### config.mk
export PLATFORM = sky130hd
export DESIGN_NAME = mcast_hash_addr_filter
export DESIGN_NICKNAME = d
export VERILOG_FILES = /design/src/rtl/afilt_pkg.sv /design/src/rtl/afilt_crc_byte.sv /design/src/rtl/afilt_cfg.sv /design/src/rtl/afilt_decide.sv /design/src/rtl/mcast_hash_addr_filter.sv
export SDC_FILE = /design/constraint.sdc
export NUM_CORES = 1
export LEC_CHECK = 0
export ABC_AREA = 1
export ABC_CLOCK_PERIOD_IN_PS = 3800
export BUFFER_PORTS_ARGS = -buffer_cell sky130_fd_sc_hd__buf_2
export CAP_MARGIN = 20
export CORE_MARGIN = 2
export CORE_UTILIZATION = 63
export DETAILED_ROUTE_END_ITERATION = 10
export HOLD_SLACK_MARGIN = 0.05
export PLACE_DENSITY = 0.82
export SLEW_MARGIN = 20
export SYNTH_ARGS = -nofsm -noshare
export SYNTH_HDL_FRONTEND = slang
export SYNTH_SLANG_ARGS = --single-unit
### constraint.sdc
create_clock -name clk -period 3.8 [get_ports clk]
set_input_delay 0.38 -clock clk [delete_from_list [all_inputs] [get_ports clk]]
set_output_delay 0.38 -clock clk [all_outputs]
set_load 0.05 [all_outputs]
### src/rtl/afilt_pkg.sv
package afilt_pkg;
  typedef enum logic [1:0] {
    KIND_UCAST = 2'd0,
    KIND_MCAST = 2'd1,
    KIND_BCAST = 2'd2
  } addr_kind_e;

  localparam int MODE_W       = 3;
  localparam int MODE_BIT_EN  = 0;
  localparam int MODE_BIT_HSH = 1;
  localparam int MODE_BIT_PRM = 2;
endpackage

### src/rtl/afilt_crc_byte.sv
module afilt_crc_byte #(
  parameter int          CRC_W = 32,
  parameter int          DW    = 8,
  parameter logic [31:0] POLY  = 32'hEDB88320
) (
  input  logic [CRC_W-1:0] crc_in,
  input  logic [DW-1:0]    data,
  output logic [CRC_W-1:0] crc_out
);
  always_comb begin
    logic [CRC_W-1:0] c;
    logic             fb;
    c = crc_in;
    for (int j = 0; j < DW; j++) begin
      fb = c[0] ^ data[j];
      c  = c >> 1;
      if (fb) c = c ^ POLY[CRC_W-1:0];
    end
    crc_out = c;
  end
endmodule

### src/rtl/afilt_cfg.sv
module afilt_cfg
  import afilt_pkg::*;
#(
  parameter int N_BYTES    = 6,
  parameter int HASH_WORDS = 4,
  parameter int WORD_W     = 16,
  parameter int AW         = 3
) (
  input  logic                       clk,
  input  logic                       rst_n,
  input  logic                       we,
  input  logic [AW-1:0]              waddr,
  input  logic [WORD_W-1:0]          wdata,
  input  logic                       lock,
  output logic [N_BYTES*8-1:0]       station,
  output logic [HASH_WORDS*WORD_W-1:0] hash_tbl,
  output logic [MODE_W-1:0]          mode
);
  localparam int STA_WORDS = N_BYTES * 8 / WORD_W;
  localparam int MODE_ADDR = (1 << AW) - 1;

  logic unused_mode_bits;
  assign unused_mode_bits = ^wdata[WORD_W-1:MODE_W];

  for (genvar w = 0; w < STA_WORDS; w++) begin : g_sta
    logic [WORD_W-1:0] q;
    always_ff @(posedge clk) begin
      if (!rst_n) q <= '0;
      else if (we && !lock && waddr == AW'(w)) q <= wdata;
    end
    assign station[(STA_WORDS-1-w)*WORD_W +: WORD_W] = q;
  end

  for (genvar h = 0; h < HASH_WORDS; h++) begin : g_hash
    logic [WORD_W-1:0] q;
    always_ff @(posedge clk) begin
      if (!rst_n) q <= '0;
      else if (we && !lock && waddr == AW'(STA_WORDS + h)) q <= wdata;
    end
    assign hash_tbl[h*WORD_W +: WORD_W] = q;
  end

  always_ff @(posedge clk) begin
    if (!rst_n) mode <= '0;
    else if (we && waddr == AW'(MODE_ADDR)) mode <= wdata[MODE_W-1:0];
  end
endmodule

### src/rtl/afilt_decide.sv
module afilt_decide
  import afilt_pkg::*;
#(
  parameter int N_BYTES    = 6,
  parameter int HASH_WORDS = 4,
  parameter int WORD_W     = 16,
  parameter int HASH_BITS  = 6
) (
  input  logic [N_BYTES*8-1:0]         addr,
  input  logic [N_BYTES*8-1:0]         station,
  input  logic [HASH_WORDS*WORD_W-1:0] hash_tbl,
  input  logic [HASH_BITS-1:0]         idx,
  input  logic                         hash_en,
  input  logic                         promisc,
  output logic                         accept,
  output addr_kind_e                   kind
);
  localparam int SEL_W = $clog2(HASH_WORDS);
  localparam int BIT_W = $clog2(WORD_W);

  logic               is_bc, is_mc, hit, uc_match;
  logic [SEL_W-1:0]   word_sel;
  logic [BIT_W-1:0]   bit_sel;
  logic [WORD_W-1:0]  word_val;

  assign word_sel = idx[HASH_BITS-1 -: SEL_W];
  assign bit_sel  = idx[BIT_W-1:0];
  assign word_val = hash_tbl[word_sel*WORD_W +: WORD_W];
  assign hit      = word_val[bit_sel];

  assign is_bc    = &addr;
  assign is_mc    = addr[N_BYTES*8-8];
  assign uc_match = (addr == station);

  always_comb begin
    if (is_bc)      kind = KIND_BCAST;
    else if (is_mc) kind = KIND_MCAST;
    else            kind = KIND_UCAST;
  end

  always_comb begin
    if (promisc || is_bc) accept = 1'b1;
    else if (is_mc)       accept = hash_en && hit;
    else                  accept = uc_match;
  end
endmodule

### src/rtl/mcast_hash_addr_filter.sv
module mcast_hash_addr_filter
  import afilt_pkg::*;
#(
  parameter int          N_BYTES    = 6,
  parameter int          HASH_WORDS = 4,
  parameter int          WORD_W     = 16,
  parameter int          CRC_W      = 32,
  parameter logic [31:0] CRC_POLY   = 32'hEDB88320
) (
  input  logic        clk,
  input  logic        rst_n,
  input  logic        cfg_we,
  input  logic [2:0]  cfg_addr,
  input  logic [15:0] cfg_wdata,
  output logic        rx_running,
  input  logic        in_valid,
  output logic        in_ready,
  input  logic [7:0]  in_byte,
  output logic        dec_valid,
  output logic        dec_accept,
  output logic [1:0]  dec_kind,
  output logic [5:0]  dec_hash
);
  localparam int AW        = 3;
  localparam int ADDR_W    = N_BYTES * 8;
  localparam int HASH_BITS = $clog2(HASH_WORDS * WORD_W);
  localparam int CNT_W     = $clog2(N_BYTES);

  logic [ADDR_W-1:0]            station;
  logic [HASH_WORDS*WORD_W-1:0] hash_tbl;
  logic [MODE_W-1:0]            mode;
  logic                         mode_en, mode_hash, mode_prom;

  logic [CNT_W-1:0]  cnt_q;
  logic [ADDR_W-1:0] addr_q, addr_nx;
  logic [CRC_W-1:0]  crc_q, crc_seed, crc_nx;
  logic              take, last;
  logic              acc_nx;
  addr_kind_e        kind_nx;
  logic [HASH_BITS-1:0] idx_nx;

  afilt_cfg #(
    .N_BYTES(N_BYTES), .HASH_WORDS(HASH_WORDS), .WORD_W(WORD_W), .AW(AW)
  ) u_cfg (
    .clk(clk), .rst_n(rst_n), .we(cfg_we), .waddr(cfg_addr), .wdata(cfg_wdata),
    .lock(rx_running), .station(station), .hash_tbl(hash_tbl), .mode(mode)
  );

  assign mode_en   = mode[MODE_BIT_EN];
  assign mode_hash = mode[MODE_BIT_HSH];
  assign mode_prom = mode[MODE_BIT_PRM];

  assign rx_running = mode_en || (cnt_q != '0);
  assign in_ready   = rx_running;
  assign take       = in_valid && in_ready;
  assign last       = take && (cnt_q == CNT_W'(N_BYTES - 1));

  assign crc_seed = (cnt_q == '0) ? '1 : crc_q;
  assign addr_nx  = {addr_q[ADDR_W-9:0], in_byte};

  afilt_crc_byte #(.CRC_W(CRC_W), .DW(8), .POLY(CRC_POLY)) u_crc (
    .crc_in(crc_seed), .data(in_byte), .crc_out(crc_nx)
  );

  assign idx_nx = crc_nx[CRC_W-1 -: HASH_BITS];

  afilt_decide #(
    .N_BYTES(N_BYTES), .HASH_WORDS(HASH_WORDS), .WORD_W(WORD_W), .HASH_BITS(HASH_BITS)
  ) u_dec (
    .addr(addr_nx), .station(station), .hash_tbl(hash_tbl), .idx(idx_nx),
    .hash_en(mode_hash), .promisc(mode_prom), .accept(acc_nx), .kind(kind_nx)
  );

  always_ff @(posedge clk) begin
    if (!rst_n) begin
      cnt_q  <= '0;
      addr_q <= '0;
      crc_q  <= '0;
    end else if (take) begin
      cnt_q  <= last ? '0 : cnt_q + 1'b1;
      addr_q <= addr_nx;
      crc_q  <= crc_nx;
    end
  end

  always_ff @(posedge clk) begin
    if (!rst_n) begin
      dec_valid  <= 1'b0;
      dec_accept <= 1'b0;
      dec_kind   <= 2'd0;
      dec_hash   <= '0;
    end else begin
      dec_valid <= last;
      if (last) begin
        dec_accept <= acc_nx;
        dec_kind   <= kind_nx;
        dec_hash   <= idx_nx;
      end
    end
  end
endmodule

[Word level (Yosys, flattened, before mapping)]
Cells that the tools add are included.
Word-level totals
  word-level logic and storage cells: 78
  register bits: 200
Operators by class
  multiplexer cells: 16
  equal/unequal tests: 9
  shifts and indexed selects: 1
  order comparisons: 1
  $add $sub $neg: 1
  reductions and logical operators: 19
  bitwise logic cells: 16
Operator list (count)
  two-way mux 32 bit: 9
  inverter 13 -> 14 bit: 8
  variable part select 64 x 7 -> 16 bit: 1
  == test 48 bit: 1
  AND reduction 48 bit: 1
  == test 3 bit, second input constant: 5
  logical AND 1 bit: 12
  bitwise XOR 1 bit: 8
  == test 3 x 2 -> 1 bit, second input constant: 2
  logical NOT 3 bit: 2
  < comparator 4 x 5 -> 1 bit, second input constant: 1
  binary-select mux 1 bit (select 4 bit): 1
  two-way mux 1 bit: 4
  adder 3 x 1 -> 3 bit, second input constant: 1
  == test 3 x 1 -> 1 bit, second input constant: 1
  two-way mux 3 bit: 1
  nonzero test 3 bit: 1
  logical OR 1 bit: 2
  two-way mux 2 bit: 1
  logical NOT 1 bit: 1

[Depth between registers and ports, before layout]
  depth in word-level cells: 24
  gate-level depth with buffers: 20

[Cells and area by module]
Synthesis repeated with hierarchy kept, for this count alone.
Second synthesis, totals
  cell total of the unflattened synthesis: 1622
  area total of the unflattened synthesis: 10786.6 um^2
By module, submodules not included
  afilt_cfg: sequential area each 2302.2 um^2, cells an instance 660, area each 4629.4 um^2, instances 1
  mcast_hash_addr_filter: sequential area each 1701.6 um^2, cells an instance 448, area each 3378.2 um^2, instances 1
  afilt_decide: sequential area each 0.0 um^2, cells an instance 319, area each 1545.2 um^2, instances 1
  afilt_crc_byte: sequential area each 0.0 um^2, cells an instance 195, area each 1233.7 um^2, instances 1

[Worst setup path before layout]
OpenSTA, ideal clock, no wires.
  path type: reg2reg
  start: register cnt_q[0]
  end: register addr_q[0]
  buffers on the path: 3
  path slack: 1.303 ns
  library setup time: 0.128 ns
  period minus slack after synthesis: 2.497 ns
  arrival: 2.368 ns
  cell stages (with the launch flop): 12
  path through: dfxtp_1 > inv_1 > ha_1 > nand2_4 > buf_12 > nor2_2 > inv_1 > nand2_1 > inv_1 > clkbuf_1 > buf_1 > a21oi_1
On the way
  cells in the longest elaborated chain, start to end: 3
RTL lines
  start, declared: line mcast_hash_addr_filter.sv:34  | logic [CNT_W-1:0] cnt_q;
  start signal, assigned: line mcast_hash_addr_filter.sv:80  | cnt_q <= last ? '0 : cnt_q + 1'b1;
  nonzero test 3 bit: line mcast_hash_addr_filter.sv:53  | assign rx_running = mode_en || (cnt_q != '0);
  logical OR 1 bit: line mcast_hash_addr_filter.sv:53
  named net in_ready: line mcast_hash_addr_filter.sv:17  | output logic in_ready,
  logical AND 1 bit: line mcast_hash_addr_filter.sv:55  | assign take = in_valid && in_ready;
  end signal, assigned: line mcast_hash_addr_filter.sv:81  | addr_q <= addr_nx;
  end, declared: line mcast_hash_addr_filter.sv:35  | logic [ADDR_W-1:0] addr_q, addr_nx;
The timed path passes the listed nets, and every way through them passes these cells.
A chain may end at the register's enable or synchronous reset.

[Final worst setup path]
  start: register cnt_q[0]
  end: register dec_accept
On the way
  cells in the longest elaborated chain, start to end: 20
  elaborated cells on any way between the ends: 36
  classes of those cells: eq/ne: 1; shift: 1; mux: 13; bitwise: 15; reduce/logical: 6
RTL lines
  branches (longest 20 deep; another with two-way mux 32 bit)
  end signal, assigned: line mcast_hash_addr_filter.sv:95  | dec_accept <= acc_nx;
  end, declared: line mcast_hash_addr_filter.sv:20  | output logic dec_accept,
Parallel ways; which one is timed is not known. The select of a mux whose other input is x is not followed.

==> qor.txt <==
initial antenna violation count: 0
die area: 0.01633 mm²
vias in the first global route: 8084
Syn Std Cell Area: 0.009652 mm²
root buf cell: clkbuf_16
Final Cell Area: 0.01047 mm²
relative slew slack: 0.4277
crit path kind: reg -> reg
area of the core: 0.01509 mm²
register bit total from synthesis: 200
startpoint types: register
quantity of hold-fixing buffers added after cts: 0
average wire per standard cell: 16.92 µm
final core occ: 0.6938
CP Max Fanout: 24
main area contributors after synthesis: dfxtp_1 (41%), o21ai_0 (10%), a21oi_1 (7.4%)
Worst Tran Pin Value: 856.3 ps
layout cells sized above 1: 0.1044
I/O Buffers: 42
Tot GR Track Use: 0.3238
Iter 0 DRT Violations: 978
Final HPWL DP: 17.57 mm
most numerous cell in the Yosys netlist: dfxtp_1
hold crit path type: in -> reg
Final Hold Fails: 0
die height: 127.8 µm
Post-route DRC: 0
Critical Path Sink Type: register
yosys warns: 0
Initial Util: 0.6396
Clock H-tree levels: 4
Largest stage delay, worst path: 440 ps
Synth area leader: dfxtp_1
Post-synth EDFFs: 0
Final Non-Filler Cells: 1520
Resize count post-CTS: 0
Placer Congestion: 0.9188
number of buffers created by CTS: 17
buffers and inverters on the worst path: 2
# Post-CTS Setup Buffers: 0
RSZ-0062 raised after global routing: false
syn_nets: 1347
Tmin final: 3102 ps
clock tree buffer depth: 2
synthesis-to-finish area growth: 8.465%
Site Rows: 45
via count: 8799
most frequent cells after synthesis: dfxtp_1 (200), o21ai_0 (194), inv_1 (180), nand2_1 (173), a21oi_1 (143)
P_leak: 4.433 nW
register area share after synthesis: 0.4148
Synth async-reset ratio: 0
TritonRoute pass-1 iters: 5
die width: 127.8 µm
Post-synth top flop: dfxtp_1
worst path cell trace: inv_1 -> ha_1 -> nand2_4 -> nand2_1 -> inv_1 -> nand2_1 -> nand2_4 -> nand2_1 -> nand2_1 -> nand2_1 -> nand2_2 -> nand2_2 -> nand2_4 -> nand2_1 -> nand3_1 -> nand3_1 -> nand3_1 -> nand3_1 -> a21oi_1
Vias/cell: 5.789
total negative slack: 0 ps
CTS tree: built
final setup vio count: 0
post-synthesis cell count: 1313
CP top delay family: simple AND/OR/NAND/NOR gates
Clock Sinks: 200
Critical Path RT: 4180 ps
fmax: 322.4 MHz
Skew-Pair Late Insertion Delay: 450 ps
WL final: 25.72 mm
final period utilization: 0.8163
placed cell count: 1488
Post-DRT Antenna Nets: 0
Nets: 1353
global-route wire length before repair: 41.27 mm
pin count of the biggest net entering global routing: 81
slowest CP cell: nand2_1
Slew Viols, Final: 0
grt ovf: 0
placed cell area: 0.009874 mm²
Top-Level Pins: 43
post-synth top area share: 0.4148
VDD IR-drop max: 0.3511 mV
clk slew on worst S/H paths: 80 ps
max_cap viols: 0
status: complete, no violations
Yosys cell types: 46
post-synthesis area per instance: 7.351 µm²
Fill cells: 1239
crit path DAT: 3490 ps
ant diodes: 0
PD cells: 477.5 mW/mm²
most used cell along the critical path: nand2_1
Clock Skews: 10.81 ps
final timing paths:
check                                     startpoint                   end  slack, ps  cells after the start
worst max-delay path                        cnt_q[0]            dec_accept        700                     19
worst min-delay path                      in_byte[5]             addr_q[5]        290                      3
worst max register to register              cnt_q[0]            dec_accept        700                     19
worst min register to register  u_cfg.g_hash[2].q[5]  u_cfg.g_hash[2].q[5]        450                      2
per-stage QoR:
step           setup WS, ps  hold slack, ps  power, W
2_1_floorplan          1303           420.5  0.002964
3_3_place_gp          834.9           434.7  0.003172
3_5_place_dp          690.6           433.7  0.003188
4_1_cts               683.1           280.6  0.004991
5_1_grt               346.5           319.2  0.005191
6_report              698.0           294.8  0.004999
where the power goes:
group          leakage [nW]  switching, W  total (W)  internal [W]
Sequential             1.62     0.0000602    0.00225       0.00219
Clock                 0.288      0.000883    0.00184      0.000953
Combinational          2.52      0.000614   0.000915      0.000301
Total                  4.43       0.00156    0.00500       0.00344
registers in the layout (all words and copies together) (netlist names):
register	flops
crc_q	32
cnt_q	3
u_cfg.g_sta.q	48
dec_valid	1
addr_q	40
u_cfg.mode	3
dec_hash	6
dec_kind	2
u_cfg.g_hash.q	64
dec_accept	1
cell usage in the layout, fill, tap and decap left out, types with 2 or more instances in the layout:
| master | instances |
|---|---|
| dfxtp_1 | 200 |
| o21ai_0 | 194 |
| inv_1 | 179 |
| nand2_1 | 172 |
| a21oi_1 | 143 |
| nor2_1 | 107 |
| nand3_1 | 65 |
| xor2_1 | 46 |
| buf_2 | 41 |
| xnor2_1 | 17 |
| clkbuf_16 | 17 |
| o211ai_1 | 16 |
| nand2_2 | 15 |
| nand4_1 | 14 |
| buf_4 | 14 |
| nand2_4 | 13 |
| nor3_1 | 6 |
| o221ai_1 | 5 |
| nor4_1 | 5 |
| o22ai_1 | 5 |
| o2111ai_1 | 5 |
| inv_2 | 4 |
| nand3_2 | 4 |
| xor2_2 | 4 |
| inv_6 | 4 |
| inv_8 | 4 |
| ha_1 | 3 |
| nor2_2 | 2 |
| xor2_4 | 2 |
| xnor2_2 | 2 |
| or2_2 | 2 |
| nor4b_1 | 2 |
| clkinvlp_4 | 2 |
worst reg2reg max path, stage by stage (launching register included):
cell and delay, ps:
dfxtp_1 380, inv_1 80, ha_1 250, nand2_4 290
nand2_1 160, inv_1 100, nand2_1 90, nand2_4 120
nand2_1 70, nand2_1 440, nand2_1 170, nand2_2 170
nand2_2 80, nand2_4 110, nand2_1 60, nand3_1 90
nand3_1 80, nand3_1 100, nand3_1 80, a21oi_1 120
layout make-up:
| cell class | instances | area, µm² | share of cell area |
|---|---|---|---|
| clock buffers | 18 | 439.2 | 0.04195 |
| clock inverters | 14 | 155.1 | 0.01482 |
| inverters | 184 | 690.7 | 0.06597 |
| multi-input cells | 861 | 4634 | 0.4427 |
| flip-flops and latches | 200 | 4004 | 0.3825 |
| well taps | 188 | 235.2 | 0.02247 |
| repair buffers | 55 | 310.3 | 0.02964 |
layer usage:
metal	vias to the layer above	wire, µm	GRT usage
met5	-	0	0
met4	0	767	0.1338
met3	72	2175	0.07429
met2	393	11790	0.5178
met1	4037	10980	0.4246
li1	4297	-	-
logic make-up after synthesis:
kind of cell    after synthesis  synth area share
compound gates              376            0.2066
xor+xnor                     71           0.07298
fa+ha+maj                     3          0.003889
buf+inv                     252            0.1053
flops                       200            0.4148
simple gates                411            0.1964
Note: power is estimated with default switching activity, not from simulation.
